==> config.mk <==
export PLATFORM = sky130hd
export DESIGN_NAME = ccu_top
export DESIGN_NICKNAME = d
export VERILOG_FILES = /design/src/rtl/ccu_pkg.sv /design/src/rtl/ccu_flag_fsm.sv /design/src/rtl/ccu_branch_eval.sv /design/src/rtl/ccu_target_add.sv /design/src/rtl/ccu_top.sv
export SDC_FILE = /design/constraint.sdc
export NUM_CORES = 1
export LEC_CHECK = 0
export ABC_AREA = 1
export BUFFER_PORTS_ARGS = -buffer_cell sky130_fd_sc_hd__buf_2
export CORE_UTILIZATION = 47
export CTS_CLUSTER_SIZE = 12
export DETAILED_ROUTE_END_ITERATION = 6
export PLACE_DENSITY_LB_ADDON = 0.2
export SLEW_MARGIN = 20
export SYNTH_ARGS = -nofsm -noshare
export SYNTH_HDL_FRONTEND = slang
export SYNTH_SLANG_ARGS = --single-unit
==> constraint.sdc <==
create_clock -name clk -period 3.8 [get_ports clk]
set_input_delay 0.38 -clock clk [delete_from_list [all_inputs] [get_ports clk]]
set_output_delay 0.38 -clock clk [all_outputs]
set_load 0.05 [all_outputs]
==> src/rtl/ccu_pkg.sv <==
package ccu_pkg;

    localparam int unsigned NZP_W = 3;

    typedef enum logic [1:0] {
        CC_ZERO = 2'd0,
        CC_NEG  = 2'd1,
        CC_POS  = 2'd2
    } cc_state_e;

    // Classify a written value into the next flag state.
    function automatic cc_state_e classify(input logic sign_bit, input logic is_zero);
        cc_state_e res;
        if (sign_bit)     res = CC_NEG;
        else if (is_zero) res = CC_ZERO;
        else              res = CC_POS;
        return res;
    endfunction

endpackage

==> src/rtl/ccu_flag_fsm.sv <==
module ccu_flag_fsm
    import ccu_pkg::*;
#(
    parameter int unsigned DATA_W = 16
) (
    input  logic              clk,
    input  logic              rst_n,
    input  logic              wr_en,
    input  logic [DATA_W-1:0] wr_value,
    output logic [NZP_W-1:0]  nzp
);

    cc_state_e state_q;
    cc_state_e state_d;
    cc_state_e written;

    assign written = classify(wr_value[DATA_W-1], (wr_value == '0));

    // State register
    always_ff @(posedge clk or negedge rst_n) begin
        if (!rst_n) state_q <= CC_ZERO;
        else        state_q <= state_d;
    end

    // Transitions: T_HOLD without a write, T_TO_NEG/T_TO_ZERO/T_TO_POS on a write
    always_comb begin
        state_d = state_q;
        unique case (state_q)
            CC_ZERO: if (wr_en) state_d = written;
            CC_NEG:  if (wr_en) state_d = written;
            CC_POS:  if (wr_en) state_d = written;
            default: state_d = CC_ZERO;
        endcase
    end

    // Outputs: one-hot {N,Z,P}
    always_comb begin
        unique case (state_q)
            CC_NEG:  nzp = 3'b100;
            CC_POS:  nzp = 3'b001;
            CC_ZERO: nzp = 3'b010;
            default: nzp = 3'b010;
        endcase
    end

endmodule

==> src/rtl/ccu_branch_eval.sv <==
module ccu_branch_eval #(
    parameter int unsigned MASK_W = 3
) (
    input  logic              valid,
    input  logic [MASK_W-1:0] mask,
    input  logic [MASK_W-1:0] flags,
    output logic              taken
);

    logic [MASK_W-1:0] hit;

    for (genvar g = 0; g < MASK_W; g++) begin : g_hit
        assign hit[g] = mask[g] & flags[g];
    end

    assign taken = valid & (|hit);

endmodule

==> src/rtl/ccu_target_add.sv <==
module ccu_target_add #(
    parameter int unsigned ADDR_W = 16,
    parameter int unsigned OFF_W  = 9
) (
    input  logic [ADDR_W-1:0] base,
    input  logic [OFF_W-1:0]  offset,
    output logic [ADDR_W-1:0] target
);

    localparam int unsigned EXT_W = ADDR_W - OFF_W;

    logic [ADDR_W-1:0] offset_ext;

    assign offset_ext = {{EXT_W{offset[OFF_W-1]}}, offset};
    assign target     = base + offset_ext;

endmodule

==> src/rtl/ccu_top.sv <==
module ccu_top
    import ccu_pkg::*;
#(
    parameter int unsigned DATA_W = 16,
    parameter int unsigned ADDR_W = 16,
    parameter int unsigned OFF_W  = 9
) (
    input  logic                    clk,
    input  logic                    rst_n,
    input  logic                    rf_we,
    input  logic [DATA_W-1:0]       rf_wdata,
    input  logic                    br_valid,
    input  logic [OFF_W+NZP_W-1:0]  br_instr,
    input  logic [ADDR_W-1:0]       pc_inc,
    output logic [NZP_W-1:0]        cc_nzp,
    output logic                    br_taken,
    output logic [ADDR_W-1:0]       br_target,
    output logic [ADDR_W-1:0]       next_pc
);

    localparam int unsigned MASK_LSB = OFF_W;
    localparam int unsigned MASK_MSB = OFF_W + NZP_W - 1;

    logic [NZP_W-1:0] mask;
    logic [OFF_W-1:0] offset;

    assign mask   = br_instr[MASK_MSB:MASK_LSB];
    assign offset = br_instr[OFF_W-1:0];

    ccu_flag_fsm #(.DATA_W(DATA_W)) i_flags (
        .clk      (clk),
        .rst_n    (rst_n),
        .wr_en    (rf_we),
        .wr_value (rf_wdata),
        .nzp      (cc_nzp)
    );

    ccu_branch_eval #(.MASK_W(NZP_W)) i_eval (
        .valid (br_valid),
        .mask  (mask),
        .flags (cc_nzp),
        .taken (br_taken)
    );

    ccu_target_add #(.ADDR_W(ADDR_W), .OFF_W(OFF_W)) i_add (
        .base   (pc_inc),
        .offset (offset),
        .target (br_target)
    );

    assign next_pc = br_taken ? br_target : pc_inc;

endmodule

Yosys cells after proc, flatten, opt, wreduce, memory -nomap -nowiden --
Index checks and enable logic that the tools add are counted. Widths: inputs -> output; s select.
Storage, ports and cells: flip-flop bits (word level) 2, bits of input ports 48, output and inout bits 36, logic and storage cells 19
Cells by class: bitwise gates (word level) 4, mux-type cells 6, equality and inequality tests 3, $add $sub $neg 1, reductions and logical operators 4
Operators with widths (count):
- $add 16x16->16 | 1
- $logic_not 16->1 | 1
- $mux 16 | 1
- $mux 2 | 4
- $pmux 3 s2 | 1
- $reduce_or 3->1 | 2
- $and 1x1->1 | 4
- $eq 2x1->1 const B | 1
- $eq 2x2->1 const B | 1
- $logic_not 2->1 | 1
- $ne 2x1->1 const B | 1

Longest topological paths before layout --
depth in word-level cells 6, mapped depth 11, mapped depth without buffers 11

Hierarchy --
A second synthesis with hierarchy kept.
Unflattened totals: cells, all modules 264, area total of the unflattened synthesis 1382.6 um^2
By module, submodules not included:
- ccu_target_add | cells an instance 176, sequential area each 0.0 um^2, instances 1, area an instance 928.4 um^2
- ccu_top | cells an instance 52, sequential area each 0.0 um^2, instances 1, area an instance 244.0 um^2
- ccu_flag_fsm | cells an instance 30, sequential area each 50.0 um^2, instances 1, area an instance 186.4 um^2
- ccu_branch_eval | cells an instance 6, sequential area each 0.0 um^2, instances 1, area an instance 23.8 um^2

Worst setup path after synthesis --
OpenSTA, ideal clock, no wires.
path kind input to output, from input port br_instr[0], to output port next_pc[4], required time 3.420 ns, slack 0.893 ns, arrival 2.527 ns, cell stages on the path 8, buffers on the path 0, cell sequence ha_1 fa_1 nand2_1 nand2_1 and2_4 xor2_1 nand2_1 nand2_1
On the way: longest elaborated chain between the ends 2
Ends and longest elaborated chain:
- from (decl) | line ccu_top.sv:13 | input logic [OFF_W+NZP_W-1:0] br_instr,
- $add 16x16->16 | line ccu_target_add.sv:15 | assign target = base + offset_ext;
- via br_target[4] | line ccu_top.sv:17 | output logic [ADDR_W-1:0] br_target,
- $mux 16 | line ccu_top.sv:51 | assign next_pc = br_taken ? br_target : pc_inc;
- to (decl) | line ccu_top.sv:18 | output logic [ADDR_W-1:0] next_pc
The timed path passes the listed nets, and every way through them passes these cells.

Worst setup path in the final report --
from register i_flags.state_q[0], to output port next_pc[9]
On the way: longest elaborated chain between the ends 6, elaborated cells on any way between the ends 9, those cells by class 2 x eq/ne; 2 x mux; 4 x bitwise; 1 x reduce/logical
Ends and longest elaborated chain:
- from (decl) | line ccu_flag_fsm.sv:13 | cc_state_e state_q;
- from (signal assigned) | line ccu_flag_fsm.sv:22 | else state_q <= state_d;
- $eq 2x2->1 / $eq 2x1->1 (equally long branches) | line ccu_flag_fsm.sv:38 | unique case (state_q)
- $pmux 3 s2 (*) | line ccu_flag_fsm.sv:38
- $and 1x1->1 | line ccu_branch_eval.sv:13 | assign hit[g] = mask[g] & flags[g];
- $reduce_or 3->1 (*) | line ccu_branch_eval.sv:16 | assign taken = valid & (|hit);
- $and 1x1->1 (*) | line ccu_branch_eval.sv:16
- $mux 16 (*) | line ccu_top.sv:51
Mark *: on every way between the ends. The rest lies on a longest branch, timed or not.

==> results.md <==
Logic synthesis:
- By area the synthesized netlist is led by nand2_1 33%, ha_1 18%, inv_1 9.2%.
- The sequential share of the synthesized area is 3.70%.
- For this run, the number of Yosys warnings is 0.
- The cell area that synthesis handed to floorplanning was 0.00135 mm^2.
- The synthesized netlist cell count is 253.
- The biggest area consumer among synthesized cells is nand2_1.
- After synthesis the netlist holds a flip-flop and latch count of 2.
- Yosys mapped a number of flops with a built-in enable equal to 0.
- The share of Yosys cell area claimed by the top area cell type is 32.7%.
- In the synthesized netlist the async set-or-reset flop fraction comes to 100%.
- In this run the mean area of a mapped cell was 5.35 um^2.
- The count of different cell masters after synthesis is 28.
- Counting every net in the synthesized netlist gives 321.
- The most used flip-flop cell after synthesis is dfrtp_1.

Die:
- The floorplan die area is 0.00310 mm^2.
- The die span in y is 55.6 um.
- Pin placement for this block handled 84 I/O pins.
- The site row count is 19.
- The area of the core is 0.00273 mm^2.
- Once the floorplan was initialized, standard cells occupied 49.5% of the core.
- The floorplan step set the die width to 55.6 um.

Timing:
- Setup violations remaining at the end of the flow were counted as 0.
- The maximum frequency from static timing analysis is 363 MHz.
- Across the routed clock network, the largest skew measured is 0.00232 ns.
- The clock period minus final worst setup slack is 2.75 ns.
- Of the available clock period, the critical path in the final layout requires 72.4%.
- The count of pins over their slew limit is 0.
- The total negative slack is 0 ns.
- The hold slack is 0.419 ns.
- The final hold violation count is 0.
- The headroom to the max-slew limit is 59.4%.
- Setup repair after global routing left no endpoint under its margin.
- At the pin with the least slew margin, the transition time is 0.607 ns.

CTS:
- The number of buffers inserted by hold repair at cts is 1.
- Gates resized during post-CTS repair numbered 0.
- In this run the number of H-tree levels came out at 1.
- TritonCTS created 3 clock buffers.
- In this run the post-CTS setup repair buffer count came out at 0.
- The master cell of the clock root buffer is clkbuf_4.
- The clock slew at the register clock pins of the worst setup and hold paths is 0.03 ns.
- The clock latency on the worst-skew pair is 0.24 ns.
- The number of clock sinks is 2.
- The clock tree from TritonCTS is done.
- In this run the deepest clock path goes through 2 buffers.

Finish:
- In the final layout, the multi-input gates occupy 0.00114 mm^2.
- The repair_antennas step left the layout with diodes totalling 0.
- The largest registers in the layout are i_flags.state_q x2.
- In the final layout, flip-flops and latches occupy 50.0 um^2.
- The register ranked first by flip-flop count is i_flags.state_q.
- The library cells used most frequently in the layout, excluding fill and tap cells, are 118 x nand2_1, 83 x buf_2, 33 x inv_1.
- The leading cell type in the layout, fill and taps excluded is nand2_1.
- The finished layout cell area is 0.00182 mm^2.
- The growth of design area from synthesis to finish is 34.6%.
- In the final layout, the share of cells above drive strength 1 is 29.9%.
- In the final design database the tool counted 408 nets.
- The filler cells instantiated in the layout total 286.
- The register with the most flip-flops in the layout has 2 of them.

Detailed routing:
- The wire length after detailed routing is 3470 um.
- After the first detailed-routing iteration, the DRC count stood at 55.
- The count of nets left with antenna violations once routing finished came out at 0.
- In the routed layout, each cell is associated on average with a via count of 4.79.
- The total number of vias is 1,766.
- The pre-antenna-repair detailed-routing pass consisted of 4 iterations.
- The number of design rule violations left after detail routing is 0.
- The average wire length per cell after detail routing is 9.41 um.

Power and ir drop:
- The portion of total power attributed to combinational logic is 87.7%.
- For this design the total switching power over the nets is 0.431 mW.
- The clock power share is 8.0%.
- The internal portion of the total power is 0.206 mW.
- IR analysis of the VDD net gives a maximum drop of 0.000241 V.
- The power density normalized to cell area is 350 mW/mm^2.
- Of the total power, the share spent switching nets is 67.7%.
- The leakage power is 1.19 nW.
- The sequential fraction of design power is 4.3%.

GRT:
- Global routing used 1.63% of the available met3 tracks.
- Global routing consumed, on the met1 layer, 28.2% of the routing resources.
- The via count of the first global-routing pass is 1,504.
- The global routing's busiest layer is met2.
- The final global-route overflow total is 0.
- The pin count of the biggest net entering global routing is 18.
- The initial antenna violation count is 0.
- Global routing consumed, over all layers together, 22.9% of the routing resources.
- For met2 alone, demand over resource in global routing was 42.3%.
- The first global-routing pass estimated 5840 um of wire.

Placed design:
- The final estimated routing congestion in global placement is 0.849.
- The post-placement cell area is 0.00179 mm^2.
- In this run the tool buffered the top-level ports with 83 buffer cells.
- The half-perimeter wire length after detailed placement is 2960 um.

Critical path:
- The kind of end point of the critical path is an output pin.
- STA puts the critical path data arrival time at 2.37 ns.
- For the worst setup path, the data required time is 3.42 ns.
- The worst-path maximum fanout is 17.
- The start-to-end type of the worst setup path is register to output pin.
- The nature of the critical path startpoint is a register.

Job:
- The count of max-cap constraint violations is 0.

Outcome:
- The run finished with clean final reports.

Hold path:
- The path class of the lowest-slack min-delay path is input port to register.
routing by layer:
| metal | wire [um] | vias up |
|---|---|---|
| met2 | 1710 | 50 |
| met4 | 27 | 0 |
| met5 | 0 | - |
| met1 | 1590 | 758 |
| li1 | - | 954 |
| met3 | 150 | 4 |
power groups by stage:
stage / Sequential (mW) / Combinational, mW / Clock (mW)
2_1_floorplan: 0.0271 / 0.442 / 0
3_3_place_gp: 0.0274 / 0.554 / 0
3_5_place_dp: 0.0280 / 0.558 / 0
4_1_cts: 0.0277 / 0.561 / 0.0532
5_1_grt: 0.0283 / 0.600 / 0.0537
6_report: 0.0276 / 0.558 / 0.0510
synthesized netlist by cell type, drive strengths merged (2+ instances only):
master,n
a21oi,7
and2,9
dfrtp,2
ha,19
inv,38
nand2,121
nand3,16
nand3b,3
nand4,2
nor2,11
nor3,5
nor4,3
or2,4
xnor2,2
xor2,5
cell type report:
type	instances	area share (%)
Clock buffer	3	1.24
Inverter	39	8.04
Multi-Input combinational cell	210	62.5
Sequential cell	2	2.75
Tap cell	31	2.13
Timing Repair Buffer	84	23.4
worst max-delay path, cell delays in order, from the launching register on:
cell	delay [ns]
dfrtp_1	0.37
inv_1	0.09
ha_1	0.29
nand2_1	0.05
nand3_1	0.07
nand2_1	0.37
inv_2	0.45
nand3_1	0.12
nand2_1	0.07
buf_2	0.25
per-stage QoR:
| stage | utilization, % | instances | setup slack, ns | power (mW) |
|---|---|---|---|---|
| final | 66.6 | 369 | 1.05 | 0.637 |
| after global routing | 66.6 | 369 | 0.800 | 0.682 |
| after CTS | 66.6 | 369 | 1.03 | 0.641 |
| after detailed placement | 65.4 | 365 | 1.28 | 0.586 |
| after global placement | 65.4 | 365 | 1.36 | 0.581 |
| after floorplan | - | 253 | 0.893 | 0.470 |
worst paths after layout:
kind / from / endpoint / slack [ns] / cells after the start
worst min-delay path: rf_we / i_flags.state_q[1] / 0.42 / 3
max in group asynchronous: rst_n / i_flags.state_q[1] / 3.24 / 2
worst min register to register: i_flags.state_q[1] / i_flags.state_q[1] / 0.62 / 2
worst max register to register: i_flags.state_q[0] / i_flags.state_q[1] / 2.65 / 3
worst max-delay path: i_flags.state_q[0] / next_pc[9] / 1.05 / 9
min in group asynchronous: rst_n / i_flags.state_q[0] / 0.46 / 2
cell families after synthesis:
family / share of synthesized area, %
buffers and inverters: 12.2
adders and majority gates: 19.1
DFF: 3.70
xor gates and xnor gates: 5.09
and+or+nand+nor: 56.4
AOI/OAI and AO/OA: 3.51
(Power assumes the default switching activity.)
